File: src/rtl/reorder_buf_pkg.sv
// Package: shared types for the retirement buffer.
// Assumes: nothing beyond IEEE 1800-2017.
package reorder_buf_pkg;

    // What the head entry does in a cycle
    typedef enum logic [1:0] {
        ACT_IDLE   = 2'd0,
        ACT_RETIRE = 2'd1,
        ACT_TRAP   = 2'd2
    } head_act_e;

endpackage

File: src/rtl/rob_ptr_ctrl.sv
// Module: head/tail pointers and occupancy count of the circular buffer.
// Does: advances head on retire, tail on allocate; rewinds tail on a
// mispredict squash and empties the buffer on a trap.
// Assumes: DEPTH is a power of two; trap and squash are never both high.
module rob_ptr_ctrl #(
    parameter int DEPTH = 8,
    localparam int IDX_W = $clog2(DEPTH),
    localparam int CNT_W = IDX_W + 1
) (
    input  logic             clk,
    input  logic             rst_n,
    input  logic             alloc,
    input  logic             retire,
    input  logic             trap,
    input  logic             squash,
    input  logic [IDX_W-1:0] sq_idx,
    output logic [IDX_W-1:0] head,
    output logic [IDX_W-1:0] tail,
    output logic [CNT_W-1:0] count
);

    logic [IDX_W-1:0] sq_dist;
    logic [CNT_W-1:0] sq_count;

    // Entries kept by a squash: the branch and everything older
    always_comb begin
        sq_dist  = sq_idx - head;
        sq_count = {1'b0, sq_dist} + CNT_W'(1) - CNT_W'(retire);
    end

    // Pointer and occupancy update
    always_ff @(posedge clk) begin
        if (!rst_n) begin
            head  <= '0;
            tail  <= '0;
            count <= '0;
        end else if (trap) begin
            tail  <= head;
            count <= '0;
        end else begin
            head <= head + IDX_W'(retire);
            if (squash) begin
                tail  <= sq_idx + IDX_W'(1);
                count <= sq_count;
            end else begin
                tail  <= tail + IDX_W'(alloc);
                count <= count + CNT_W'(alloc) - CNT_W'(retire);
            end
        end
    end

    AST_NO_OVERFLOW: assert property (@(posedge clk) disable iff (!rst_n)
        count <= CNT_W'(DEPTH));
    AST_TRAP_EMPTIES: assert property (@(posedge clk) disable iff (!rst_n)
        trap |=> (count == '0) && (tail == head));
    AST_SQUASH_TAIL: assert property (@(posedge clk) disable iff (!rst_n)
        squash |=> tail == $past(sq_idx) + IDX_W'(1));
    AST_HEAD_STEP: assert property (@(posedge clk) disable iff (!rst_n)
        (retire && !trap) |=> head == $past(head) + IDX_W'(1));

endmodule

File: src/rtl/rob_entry_store.sv
// Module: per-entry storage of the buffer.
// Does: writes dispatch fields at the tail, sets complete/fault flags by
// index, presents the head entry.
// Assumes: alloc and cmpl_hit never target the same entry in one cycle.
module rob_entry_store #(
    parameter int DEPTH  = 8,
    parameter int LREG_W = 5,
    parameter int PTAG_W = 6,
    parameter int PC_W   = 32,
    localparam int IDX_W = $clog2(DEPTH)
) (
    input  logic              clk,
    input  logic              rst_n,
    input  logic              alloc,
    input  logic [IDX_W-1:0]  tail,
    input  logic [LREG_W-1:0] wr_lreg,
    input  logic [PTAG_W-1:0] wr_new_tag,
    input  logic [PTAG_W-1:0] wr_old_tag,
    input  logic [PC_W-1:0]   wr_pc,
    input  logic              cmpl_hit,
    input  logic [IDX_W-1:0]  cmpl_idx,
    input  logic              cmpl_exc,
    input  logic [IDX_W-1:0]  head,
    output logic [LREG_W-1:0] rd_lreg,
    output logic [PTAG_W-1:0] rd_new_tag,
    output logic [PTAG_W-1:0] rd_old_tag,
    output logic [PC_W-1:0]   rd_pc,
    output logic              rd_done,
    output logic              rd_exc
);

    logic [LREG_W-1:0] lreg_a [DEPTH];
    logic [PTAG_W-1:0] newt_a [DEPTH];
    logic [PTAG_W-1:0] oldt_a [DEPTH];
    logic [PC_W-1:0]   pc_a   [DEPTH];
    logic [DEPTH-1:0]  done_v;
    logic [DEPTH-1:0]  exc_v;

    for (genvar i = 0; i < DEPTH; i++) begin : g_ent
        logic [LREG_W-1:0] e_lreg;
        logic [PTAG_W-1:0] e_newt;
        logic [PTAG_W-1:0] e_oldt;
        logic [PC_W-1:0]   e_pc;
        logic              e_done;
        logic              e_exc;
        logic              wr_sel;
        logic              cp_sel;

        // Decode whether this entry is written this cycle
        always_comb begin
            wr_sel = alloc && (tail == IDX_W'(i));
            cp_sel = cmpl_hit && (cmpl_idx == IDX_W'(i));
        end

        // Entry state: fields on allocate, flags on completion
        always_ff @(posedge clk) begin
            if (!rst_n) begin
                e_lreg <= '0;
                e_newt <= '0;
                e_oldt <= '0;
                e_pc   <= '0;
                e_done <= 1'b0;
                e_exc  <= 1'b0;
            end else if (wr_sel) begin
                e_lreg <= wr_lreg;
                e_newt <= wr_new_tag;
                e_oldt <= wr_old_tag;
                e_pc   <= wr_pc;
                e_done <= 1'b0;
                e_exc  <= 1'b0;
            end else if (cp_sel) begin
                e_done <= 1'b1;
                e_exc  <= cmpl_exc;
            end
        end

        assign lreg_a[i]  = e_lreg;
        assign newt_a[i]  = e_newt;
        assign oldt_a[i]  = e_oldt;
        assign pc_a[i]    = e_pc;
        assign done_v[i]  = e_done;
        assign exc_v[i]   = e_exc;
    end

    // Head read port
    always_comb begin
        rd_lreg    = lreg_a[head];
        rd_new_tag = newt_a[head];
        rd_old_tag = oldt_a[head];
        rd_pc      = pc_a[head];
        rd_done    = done_v[head];
        rd_exc     = exc_v[head];
    end

    AST_CMPL_SETS_DONE: assert property (@(posedge clk) disable iff (!rst_n)
        cmpl_hit |=> done_v[$past(cmpl_idx)]);
    AST_ALLOC_CLEARS: assert property (@(posedge clk) disable iff (!rst_n)
        alloc |=> !done_v[$past(tail)]);

endmodule

File: src/rtl/rob_retire_ctrl.sv
// Module: decides the head action and screens completions and dispatches.
// Does: retire/trap choice, range check of completion indices, squash
// request, dispatch acceptance.
// Assumes: count and head come from rob_ptr_ctrl.
module rob_retire_ctrl
    import reorder_buf_pkg::*;
#(
    parameter int DEPTH = 8,
    localparam int IDX_W = $clog2(DEPTH),
    localparam int CNT_W = IDX_W + 1
) (
    input  logic             clk,
    input  logic             rst_n,
    input  logic [CNT_W-1:0] count,
    input  logic [IDX_W-1:0] head,
    input  logic             head_done,
    input  logic             head_exc,
    input  logic             cmpl_valid,
    input  logic [IDX_W-1:0] cmpl_idx,
    input  logic             cmpl_mispred,
    input  logic             disp_valid,
    output head_act_e        act,
    output logic             cmpl_hit,
    output logic             squash,
    output logic             disp_ready,
    output logic             alloc
);

    logic [IDX_W-1:0] cmpl_off;
    logic             in_range;
    logic             full;
    logic             trap;

    // Head action: retire clean completed entry, trap faulted one
    always_comb begin
        act = ACT_IDLE;
        if (count != '0 && head_done)
            act = head_exc ? ACT_TRAP : ACT_RETIRE;
        trap = (act == ACT_TRAP);
    end

    // Completion screening and squash request
    always_comb begin
        cmpl_off = cmpl_idx - head;
        in_range = {1'b0, cmpl_off} < count;
        cmpl_hit = cmpl_valid && in_range && !trap;
        squash   = cmpl_hit && cmpl_mispred;
    end

    // Dispatch acceptance
    always_comb begin
        full       = (count == CNT_W'(DEPTH));
        disp_ready = !full && !trap && !squash;
        alloc      = disp_valid && disp_ready;
    end

    AST_ONE_ACTION: assert property (@(posedge clk) disable iff (!rst_n)
        $onehot0({act == ACT_RETIRE, act == ACT_TRAP}));
    AST_NO_ALLOC_FULL: assert property (@(posedge clk) disable iff (!rst_n)
        (count == CNT_W'(DEPTH)) |-> !alloc);
    AST_FLUSH_BLOCKS: assert property (@(posedge clk) disable iff (!rst_n)
        (squash || act == ACT_TRAP) |-> !alloc);

endmodule

File: src/rtl/reorder_buf.sv
// Module: top of the in-order retirement buffer.
// Does: ties pointer control, entry storage and head control together and
// drives dispatch, commit, exception and branch-flush ports.
// Assumes: DEPTH is a power of two of at least 2; completions name entries
// that are in flight.
module reorder_buf
    import reorder_buf_pkg::*;
#(
    parameter int DEPTH  = 8,
    parameter int LREG_W = 5,
    parameter int PTAG_W = 6,
    parameter int PC_W   = 32,
    localparam int IDX_W = $clog2(DEPTH),
    localparam int CNT_W = IDX_W + 1
) (
    input  logic              clk,
    input  logic              rst_n,
    input  logic              disp_valid,
    output logic              disp_ready,
    output logic [IDX_W-1:0]  disp_idx,
    input  logic [LREG_W-1:0] disp_lreg,
    input  logic [PTAG_W-1:0] disp_new_tag,
    input  logic [PTAG_W-1:0] disp_old_tag,
    input  logic [PC_W-1:0]   disp_pc,
    input  logic              cmpl_valid,
    input  logic [IDX_W-1:0]  cmpl_idx,
    input  logic              cmpl_exc,
    input  logic              cmpl_mispred,
    output logic              commit_valid,
    output logic [LREG_W-1:0] commit_lreg,
    output logic [PTAG_W-1:0] commit_new_tag,
    output logic [PTAG_W-1:0] commit_old_tag,
    output logic              exc_valid,
    output logic [PC_W-1:0]   exc_pc,
    output logic              brflush_valid
);

    logic [IDX_W-1:0] head;
    logic [IDX_W-1:0] tail;
    logic [CNT_W-1:0] count;
    logic             head_done;
    logic             head_exc;
    logic [PC_W-1:0]  head_pc;
    head_act_e        act;
    logic             cmpl_hit;
    logic             squash;
    logic             alloc;
    logic             retire;
    logic             trap;

    // Decode head action into control strobes
    always_comb begin
        retire = (act == ACT_RETIRE);
        trap   = (act == ACT_TRAP);
    end

    rob_ptr_ctrl #(.DEPTH(DEPTH)) u_ptr (
        .clk    (clk),
        .rst_n  (rst_n),
        .alloc  (alloc),
        .retire (retire),
        .trap   (trap),
        .squash (squash),
        .sq_idx (cmpl_idx),
        .head   (head),
        .tail   (tail),
        .count  (count)
    );

    rob_entry_store #(
        .DEPTH (DEPTH), .LREG_W(LREG_W), .PTAG_W(PTAG_W), .PC_W(PC_W)
    ) u_store (
        .clk        (clk),
        .rst_n      (rst_n),
        .alloc      (alloc),
        .tail       (tail),
        .wr_lreg    (disp_lreg),
        .wr_new_tag (disp_new_tag),
        .wr_old_tag (disp_old_tag),
        .wr_pc      (disp_pc),
        .cmpl_hit   (cmpl_hit),
        .cmpl_idx   (cmpl_idx),
        .cmpl_exc   (cmpl_exc),
        .head       (head),
        .rd_lreg    (commit_lreg),
        .rd_new_tag (commit_new_tag),
        .rd_old_tag (commit_old_tag),
        .rd_pc      (head_pc),
        .rd_done    (head_done),
        .rd_exc     (head_exc)
    );

    rob_retire_ctrl #(.DEPTH(DEPTH)) u_ctrl (
        .clk          (clk),
        .rst_n        (rst_n),
        .count        (count),
        .head         (head),
        .head_done    (head_done),
        .head_exc     (head_exc),
        .cmpl_valid   (cmpl_valid),
        .cmpl_idx     (cmpl_idx),
        .cmpl_mispred (cmpl_mispred),
        .disp_valid   (disp_valid),
        .act          (act),
        .cmpl_hit     (cmpl_hit),
        .squash       (squash),
        .disp_ready   (disp_ready),
        .alloc        (alloc)
    );

    // Port drive
    always_comb begin
        disp_idx      = tail;
        commit_valid  = retire;
        exc_valid     = trap;
        exc_pc        = head_pc;
        brflush_valid = squash;
    end

    initial begin
        AST_DEPTH_POW2: assert ((DEPTH >= 2) && ((DEPTH & (DEPTH - 1)) == 0));
    end

    AST_EXC_NOT_COMMIT: assert property (@(posedge clk) disable iff (!rst_n)
        !(commit_valid && exc_valid));
    AST_EXC_NO_BRFLUSH: assert property (@(posedge clk) disable iff (!rst_n)
        exc_valid |-> !brflush_valid);

endmodule

File: config.mk
export PLATFORM = sky130hd
export DESIGN_NAME = reorder_buf
export DESIGN_NICKNAME = d
export VERILOG_FILES = /design/src/rtl/reorder_buf_pkg.sv /design/src/rtl/rob_ptr_ctrl.sv /design/src/rtl/rob_entry_store.sv /design/src/rtl/rob_retire_ctrl.sv /design/src/rtl/reorder_buf.sv
export SDC_FILE = /design/constraint.sdc
export NUM_CORES = 1
export LEC_CHECK = 0
export ABC_AREA = 1
export BUFFER_PORTS_ARGS = -buffer_cell sky130_fd_sc_hd__buf_2
export CORE_MARGIN = 8
export CORE_UTILIZATION = 24
export CTS_CLUSTER_SIZE = 10
export DETAILED_ROUTE_END_ITERATION = 10
export HOLD_SLACK_MARGIN = 0.12
export PLACE_DENSITY_LB_ADDON = 0.3
export SYNTH_ARGS = -nofsm -noshare
export SYNTH_HDL_FRONTEND = slang
export SYNTH_SLANG_ARGS = --single-unit
File: constraint.sdc
create_clock -name clk -period 5.8 [get_ports clk]
set_input_delay 1.74 -clock clk [delete_from_list [all_inputs] [get_ports clk]]
set_output_delay 1.74 -clock clk [all_outputs]
set_load 0.05 [all_outputs]
* Word-level counts from Yosys, hierarchy flattened
Cells that the tools add are included.
** Cells by class
- Div/mod/pow operators :: 0
- Add/subtract/negate cells :: 8
- Bitwise operators :: 2
- Eq/ne operators :: 17
- Multipliers :: 0
- Shift operators :: 0
- Reductions and logical operators :: 38
- Mux-type cells :: 21
- $lt $le $gt $ge :: 3
** Operator list (count)
- 32-bit binary-select mux with 3-bit select :: 1
- 32-bit two-way mux :: 2
- 6-bit binary-select mux with 3-bit select :: 2
- 3-bit equality test, second input constant :: 8
- 6-bit two-way mux :: 4
- 1-bit logical AND :: 23
- 2-bit OR reduction :: 9
- 5-bit binary-select mux with 3-bit select :: 1
- 3-bit by 2-bit equality test with 1-bit output, second input constant :: 4
- 5-bit two-way mux :: 2
- 4-bit by 1-bit subtractor with 4-bit output :: 2
- 3-bit by 1-bit adder with 3-bit output :: 2
- 1-bit binary-select mux with 3-bit select :: 2
- 3-bit by 1-bit equality test with 1-bit output, second input constant :: 2
- 3-bit zero test :: 2
- 3-bit two-way mux :: 2
- 3-bit by 1-bit adder with 4-bit output, second input constant :: 1
- 4-bit by 1-bit adder with 4-bit output :: 1
- 4-bit equality test, second input constant :: 1
- 4-bit greater-or-equal comparator, second input constant :: 1
- 3-bit by 4-bit less-than comparator with 1-bit output :: 1
- 3-bit by 4-bit less-than comparator with 1-bit output, second input constant :: 1
- 2-bit two-way mux :: 2
- 4-bit two-way mux :: 1
- other kinds (9) :: 12
** Word-level totals
- Flip-flop bits (word level) :: 418
- Output and inout bits :: 56
- Latch bits :: 0
- Logic and storage cells :: 140
- Memory bits (writable) :: 0
- Memories kept :: 0
- ROM bits :: 0

* Longest topological paths before layout
Gate-level depths: netlist (run 1).
- Depth after elaboration :: 14
- Gate-level depth with buffers :: 24
- Gate-level depth less buffers :: 21

* By module
Synthesis (run 1) repeated with hierarchy kept, for this count alone.
** Unflattened totals
- Cell total of the unflattened synthesis :: 3291
- Area, all modules :: 20530.9 um^2
** Modules (own cells, without submodules)
- rob_entry_store :: instances 1, cells each 3152, area each 19565.0 um^2, sequential area each 8167.8 um^2
- rob_ptr_ctrl :: instances 1, cells each 93, area each 705.7 um^2, sequential area each 200.2 um^2
- rob_retire_ctrl :: instances 1, cells each 42, area each 245.2 um^2, sequential area each 0.0 um^2
- reorder_buf :: instances 1, cells each 4, area each 15.0 um^2, sequential area each 0.0 um^2

* Worst setup path before layout (run 1)
No wires, ideal clock.
- Path kind :: in2out
- Start :: input cmpl_idx[0]
- End :: output disp_ready
- Stages on the path :: 14
- Path buffers :: 2
- Arrival time :: 4.075 ns
- Required time :: 4.060 ns
- Setup slack :: -0.015 ns
- Path through :: inv_1 > ha_1 > inv_1 > fa_1 > xnor2_1 > xor2_1 > ha_1 > nand2_1 > o211a_1 > nand3_4 > buf_8 > buf_2 > nand2_1 > inv_1
** Between the ends
- Cells in the longest elaborated chain, start to end :: 7
** Ends and longest elaborated chain
- from (decl) :: RTL line reorder_buf.sv:26 : input logic [IDX_W-1:0] cmpl_idx,
- 3-bit subtractor :: RTL line rob_retire_ctrl.sv:44 : cmpl_off = cmpl_idx - head;
- 3-bit by 4-bit less-than comparator with 1-bit output :: RTL line rob_retire_ctrl.sv:45 : in_range = {1'b0, cmpl_off} < count;
- 1-bit logical AND (2 in series) :: RTL line rob_retire_ctrl.sv:46 : cmpl_hit = cmpl_valid && in_range && !trap;
- 1-bit logical AND :: RTL line rob_retire_ctrl.sv:47 : squash = cmpl_hit && cmpl_mispred;
- 1-bit zero test :: RTL line rob_retire_ctrl.sv:53 : disp_ready = !full && !trap && !squash;
- 1-bit logical AND :: RTL line rob_retire_ctrl.sv:53
- to (decl) :: RTL line reorder_buf.sv:19 : output logic disp_ready,
No other way between the ends.

* Final worst setup path (run 1)
Ends and elaborated chain as after synthesis.

==> results of run 1 <==
==> stage by stage <==
| stage | instance area [um2] | hold slack, ps | total power, mW | std cells |
|---|---|---|---|---|
| after floorplan | 20900 | 428 | 5.16 | 3348 |
| after global placement | 22200 | 447 | 5.75 | 4392 |
| after detailed placement | 22200 | 448 | 5.75 | 4392 |
| after CTS | 23600 | 458 | 8.74 | 4465 |
| after global routing | 23600 | 474 | 9.12 | 4465 |
| final | 23600 | 456 | 8.57 | 4466 |
==> cells in the final DEF (no fill, tap or decap), types with 13 or more instances in the layout <==
cell type	count
sky130_fd_sc_hd__a221oi_1	49
sky130_fd_sc_hd__nand2_1	951
sky130_fd_sc_hd__clkbuf_1	13
sky130_fd_sc_hd__dfxtp_1	416
sky130_fd_sc_hd__a21oi_1	169
sky130_fd_sc_hd__nor2_1	779
sky130_fd_sc_hd__buf_2	111
sky130_fd_sc_hd__buf_4	20
sky130_fd_sc_hd__buf_12	13
sky130_fd_sc_hd__nand3_1	24
sky130_fd_sc_hd__a31oi_1	49
sky130_fd_sc_hd__clkbuf_16	51
sky130_fd_sc_hd__inv_1	429
sky130_fd_sc_hd__o21ai_0	154
sky130_fd_sc_hd__ha_1	22
==> power breakdown <==
group / switching, mW / leakage, nW / internal (mW)
sequential: 0.119 / 3.39 / 3.16
combinational: 1.75 / 7.65 / 0.623
clock: 1.21 / 0.710 / 1.70
==> cell usage after synthesis (all sizes together), types with 4 or more instances <==
library cell / instances / area, um2
nand2: 952 / 3580
a21oi: 169 / 846
nand4: 8 / 170
o21ai: 155 / 780
xor2: 4 / 35.0
nor3: 8 / 40.0
dfxtp: 418 / 8370
nor2: 791 / 3020
inv: 433 / 1630
nand3: 26 / 155
ha: 22 / 275
clkbuf: 138 / 549
buf: 118 / 663
a221oi: 49 / 429
a31oi: 49 / 307
==> metal layers <==
metal / wire length, um / share of wire
met1: 28800 / 0.48
met4: 1050 / 0.018
met3: 2300 / 0.038
met5: 40 / 0.00067
met2: 27500 / 0.46
==> logic make-up after synthesis <==
logic type / Yosys count / share of synthesized area
AOI/OAI and AO/OA: 426 / 0.114
xor gates and xnor gates: 5 / 0.00209
DFF: 418 / 0.400
buffers and inverters: 689 / 0.136
and+or+nand+nor: 1786 / 0.333
adders and majority gates: 24 / 0.0151
==> flip-flops by register name, indices dropped and copies added (netlist names) <==
signal                cells
u_store.g_ent.e_newt     48
u_ptr.count               4
u_store.g_ent.e_lreg     40
u_ptr.tail                3
u_ptr.head                3
u_store.g_ent.e_oldt     48
u_store.g_ent.e_pc      256
u_store.g_ent.e_exc       8
u_store.g_ent.e_done      8
==> critical path: stages <==
cell and delay (ps):
sky130_fd_sc_hd__buf_2 100, sky130_fd_sc_hd__inv_1 70, sky130_fd_sc_hd__ha_1 140, sky130_fd_sc_hd__inv_1 50, sky130_fd_sc_hd__fa_1 370, sky130_fd_sc_hd__xnor2_1 200, sky130_fd_sc_hd__xor2_1 240, sky130_fd_sc_hd__ha_1 270
sky130_fd_sc_hd__nand2_1 70, sky130_fd_sc_hd__o211a_1 190, sky130_fd_sc_hd__nand3_4 90, sky130_fd_sc_hd__nand2_1 110, sky130_fd_sc_hd__clkinvlp_4 90, sky130_fd_sc_hd__buf_4 190
==> area by class of cell <==
cell class | count | area, um2 | share of cell area
inverters | 433 | 1640 | 0.0695
clock inverters | 3 | 43.8 | 0.00185
multi-input cells | 2241 | 9720 | 0.412
well taps | 1155 | 1450 | 0.0612
repair buffers | 145 | 981 | 0.0415
clock buffers | 70 | 1410 | 0.0596
diodes | 1 | 2.50 | 0.000106
flip-flops and latches | 418 | 8380 | 0.355
==> final timing paths <==
kind                                start                  endpoint  slack [ps]
hold reg to reg   u_store.g_ent[3].e_done   u_store.g_ent[3].e_done         460
hold / removal    u_store.g_ent[3].e_done   u_store.g_ent[3].e_done         460
setup / recovery              cmpl_idx[0]                disp_ready         150
setup reg to reg            u_ptr.head[1]  u_store.g_ent[4].e_pc[7]        1810
==> PnR_summary.wiki, run 1 <==
{| class="wikitable"
! Metric !! Value
|-
| Post-Route WL || 59700 um
|-
| Power per cell area || 363 nW/um2
|-
| Fraction of the core area covered by cells at the end of the flow || 0.273
|-
| Clock Sink Count || 418
|-
| Run status || finished clean
|-
| Largest net degree at the start of global routing || 185
|-
| Clock insertion delay at the later pin of the skew report || 580 ps
|-
| Category of the worst setup path capture point || output pin
|-
| Starting density of the core || 0.242
|-
| Placement row count || 108
|-
| Clock Tree Buf Depth || 3
|-
| Syn_area_per_cell || 6.25 um2
|-
| Quantity of gates resized following cts || 0
|-
| Register area share after synthesis || 0.400
|-
| Worst Path Max Fanout || 3
|-
| Setup slack at placement || 104 ps
|-
| Min cycle time layout || 5650 ps
|-
| Hold Path Depth || 2
|-
| Share of flip-flops with an asynchronous set or reset || 0
|-
| Number of H-tree branching levels || 2
|-
| Per-cell via count in the routed design || 4.14
|-
| Total nets after synthesis || 3430
|-
| TritonCTS clock tree || done
|-
| Buffers on Ports || 113
|-
| Ys Warns || 0
|-
| Setup Buffers After CTS || 0
|-
| P&R area growth vs syn || 12.9%
|-
| Width of the chip || 311 um
|-
| Die Y || 311 um
|-
| Clock Skews || 20.7 ps
|-
| DRC violation total after the first TritonRoute iteration || 1126
|-
| TritonCTS Buffers || 50
|-
| Kind of critical path || in2out
|-
| Critical path required time || 4060 ps
|-
| CP Data Arrival Time || 3910 ps
|-
| Share of cells above drive strength 1 || 0.0710
|-
| Count of max-cap constraint violations || 0
|-
| CTS Root Cell || sky130_fd_sc_hd__clkbuf_16
|-
| Setup slack after layout || 150 ps
|-
| Full die area || 96900 um2
|-
| Core Region || 86600 um2
|-
| Highest clock rate || 0.177 GHz
|-
| Final nets || 3371
|-
| Clock-pin slew of the registers on the worst-case setup and hold paths || 60 ps
|-
| Routability congestion estimate from global placement || 0.732
|-
| Final-report setup violation count || 0
|-
| Leakage power of the design || 11.7 nW
|-
| Iteration count of the initial detailed-routing pass || 5
|-
| Ys flop type || sky130_fd_sc_hd__dfxtp_1
|-
| Post-Synthesis Cell Area || 20900 um2
|-
| Number of vias after detailed routing || 18500
|-
| Residual overflow from global routing || 0
|-
| Routed wire per std cell || 13.4 um
|-
| Combined global-route utilization of all metal layers || 0.119
|-
| Number of synthesized flops with an enable pin || 0
|-
| Global routing met2 resource utilization || 0.206
|-
| Global-route track usage on met3 || 0.0218
|-
| Post-Route Setup TNS || 0 ps
|-
| GR Layer Usage met1 || 0.154
|-
| Number of global-route vias before repair || 17000
|-
| Wire length of the first global-routing pass || 96100 um
|-
| Share of the cycle needed by the critical path after routing || 0.974
|-
| Flip-flop and latch count after synthesis || 418
|-
| Final Max Slew Viols || 0
|-
| Count of fill cells added during filler insertion || 9579
|-
| Max transition margin || 0.382
|-
| Min-delay worst type || reg2reg
|-
| Worst slew pin tran || 927 ps
|-
| Number of remaining DRC errors || 0
|-
| Final Hold Vio Count || 0
|-
| Setup crit start kind || input port
|-
| Cell count of the worst reg-to-reg path || 14
|-
| Highest ir drop seen on vdd || 0.000219 V
|-
| Unrepaired setup endpoints after global routing || no
|-
| Count of cell types in the netlist || 34
|-
| Syn Inst Count || 3348
|-
| Half-perimeter wire length after detailed placement || 34700 um
|-
| Remaining number of nets flagged by the antenna check after routing || 0
|-
| CTS hold repair buffers || 0
|-
| GRT Max-Usage Layer || met2
|-
| Initial antenna violation count || 8
|-
| Number of ports placed on the die boundary || 114
|}
No activity file was read; power rests on OpenSTA's default activity.
==> run 2, diff against run 1 <==
CTS_BUF_LIST = sky130_fd_sc_hd__clkbuf_8   (was default)
CTS_CLUSTER_DIAMETER = 200   (was default)
==> run 2 against run 1 <==
Effect of this change:
- clock power shrank 37%
- clock skew grew 13 ps
- hold slack gained 3.8 ps
- die area is the same
- power shrank 13%
- count of clock-buffer cells in the layout shrank 21
- wire length is essentially flat
- first-iteration DRC count shrank 4.4%
- fmax is essentially flat
- register-to-register slack lost 20 ps
- cell count shrank 0.45%
- via count shrank 0.17%
==> PnR_summary.wiki, run 2 (same netlist as run 1, synthesis figures left out) <==
{| class="wikitable"
! Metric !! Value
|-
| Critical path startpoint || cmpl_idx[0]
|-
| Category of the worst setup path capture point || output pin
|-
| Kind of critical path || in2out
|-
| Most used cells in the layout excluding fill and tap cells || 951 x sky130_fd_sc_hd__nand2_1, 779 x sky130_fd_sc_hd__nor2_1, 430 x sky130_fd_sc_hd__inv_1
|-
| Die Y || 311 um
|-
| CP Data Arrival Time || 3900 ps
|-
| Final standard cell count with taps included and fillers excluded || 4446
|-
| Final Hold Vio Count || 0
|-
| Final Cell Area || 22900 um2
|-
| Beginning of the worst register-to-register path || u_ptr.head[1]
|-
| Min-delay worst type || reg2reg
|-
| Routed wire per std cell || 13.4 um
|-
| Final-report setup violation count || 0
|-
| Number of global-route vias before repair || 17000
|-
| Half-perimeter wire length after detailed placement || 34700 um
|-
| Placement row count || 108
|-
| Remaining number of nets flagged by the antenna check after routing || 0
|-
| TritonCTS clock tree || done
|-
| Critical path required time || 4060 ps
|-
| Cell count after placement || 4392
|-
| DRC violation total after the first TritonRoute iteration || 1076
|-
| Count of max-cap constraint violations || 0
|-
| Critical-path cell with the highest stage delay || sky130_fd_sc_hd__fa_1
|-
| Clock insertion delay at the later pin of the skew report || 640 ps
|-
| CTS hold repair buffers || 0
|-
| Number of vias after detailed routing || 18400
|-
| Share of cells above drive strength 1 || 0.0687
|-
| Number of remaining DRC errors || 0
|-
| Share of the cycle needed by the critical path after routing || 0.973
|-
| Per-cell via count in the routed design || 4.15
|-
| Power per cell area || 327 nW/um2
|-
| Final nets || 3368
|-
| Wire length of the first global-routing pass || 95800 um
|-
| Top Family by Delay on Critical Path || adder cells
|-
| Highest clock rate || 0.177 GHz
|-
| Buffers on Ports || 113
|-
| Clock Sink Count || 418
|-
| Max transition margin || 0.373
|-
| Register-to-register setup slack || 1790 ps
|-
| Critical Path Max Stage Delay || 370 ps
|-
| Chain of cells forming the critical path || buf_2 -> inv_1 -> ha_1 -> inv_1 -> fa_1 -> xnor2_1 -> xor2_1 -> ha_1 -> nand2_1 -> o211a_1 -> nand3_4 -> nand2_1 -> clkinvlp_4 -> buf_4
|-
| Full die area || 96900 um2
|-
| Min cycle time layout || 5640 ps
|-
| Unrepaired setup endpoints after global routing || no
|-
| Largest registers || u_store.g_ent.e_pc x256, u_store.g_ent.e_newt x48, u_store.g_ent.e_oldt x48
|-
| Post-Route Setup TNS || 0 ps
|-
| Most flop-heavy register || u_store.g_ent.e_pc
|-
| Setup crit start kind || input port
|-
| CTS Root Cell || sky130_fd_sc_hd__clkbuf_8
|-
| Number of H-tree branching levels || 2
|-
| Setup Buffers After CTS || 0
|-
| Run status || finished clean
|-
| Number of flip-flops under the largest register name || 256
|-
| TritonCTS Buffers || 47
|-
| Number of buffer and inverter stages on the critical path || 5
|-
| Clock Skews || 33.8 ps
|-
| P&R area growth vs syn || 9.26%
|-
| Number of ports placed on the die boundary || 114
|-
| Combined global-route utilization of all metal layers || 0.119
|-
| Startpoint of the lowest-slack hold path || u_store.g_ent[5].e_done
|-
| Final Max Slew Viols || 0
|-
| Largest net degree at the start of global routing || 185
|-
| Routability congestion estimate from global placement || 0.732
|-
| Leakage power of the design || 11.4 nW
|-
| Worst Path Max Fanout || 3
|-
| Clock Tree Buf Depth || 3
|-
| Width of the chip || 311 um
|-
| Worst slew pin tran || 941 ps
|-
| Iteration count of the initial detailed-routing pass || 5
|-
| Clock-pin slew of the registers on the worst-case setup and hold paths || 80 ps
|-
| Placed Area || 22200 um2
|-
| Most frequent standard cell in the layout excluding fill and tap cells || sky130_fd_sc_hd__nand2_1
|-
| Highest ir drop seen on vdd || 0.000145 V
|-
| Post-Route WL || 59600 um
|-
| Core Region || 86600 um2
|-
| Initial antenna violation count || 9
|-
| Count of fill cells added during filler insertion || 9655
|-
| Residual overflow from global routing || 0
|-
| Starting density of the core || 0.242
|}
run 2: changes by cell type in the layout (fill, tap and decap cells not counted), sizes merged:
cell	change
inv	+1
clkbuf	-21
diode	+1
bufinv	-1
clkinvlp	+1
clkinv	-1
run 2: worst min-delay path, stage by stage, from the launching register on:
cell and delay [ps]:
sky130_fd_sc_hd__dfxtp_1 300, sky130_fd_sc_hd__inv_1 60, sky130_fd_sc_hd__a21oi_1 60
run 2: final timing paths:
path                                                  to  cells past startpoint
worst max-delay path                          disp_ready                     14
worst min-delay path             u_store.g_ent[5].e_done                      2
worst max register to register  u_store.g_ent[4].e_pc[7]                     14
worst min register to register   u_store.g_ent[5].e_done                      2
run 2: area by class of cell:
cell class	instances	area, um2	share of cell area
clock buffers	49	674	0.0295
well taps	1155	1450	0.0632
multi-input cells	2241	9720	0.425
repair buffers	145	981	0.0429
inverters	433	1640	0.0718
flip-flops and latches	418	8380	0.366
diodes	2	5.00	0.000219
clock inverters	3	20.0	0.000876
run 2: what timing repair did:
item | in CTS | in global routing
endpoints found under the hold margin | 0 | 0
setup endpoints to repair | 0 | 1
resized for setup | 0 | 2
run 2: power by group:
group / internal [mW] / total (mW) / switching [mW]
Combinational: 0.623 / 2.38 / 1.75
Sequential: 3.15 / 3.27 / 0.119
Clock: 0.754 / 1.83 / 1.07
Total: 4.53 / 7.47 / 2.94
run 2: per-layer routing:
layer | routed length, um | track usage | vias to the layer above | part of all wire
met5 | 40 | 0 | - | 0.00067
met2 | 27700 | 0.206 | 252 | 0.46
met1 | 28500 | 0.154 | 8207 | 0.48
met4 | 848 | 0.0250 | 6 | 0.014
met3 | 2510 | 0.0218 | 62 | 0.042
li1 | - | - | 9915 | -
run 2: metrics by stage:
step                      power [mW]  hold slack, ps  setup WS, ps  utilization
final                           7.47             460           155        0.264
after global routing            8.01             477          2.45        0.264
after CTS                       7.65             462           105        0.264
after detailed placement        5.75             448           104        0.256
after global placement          5.75             447          90.8        0.256
after floorplan                 5.16             428          21.1            -
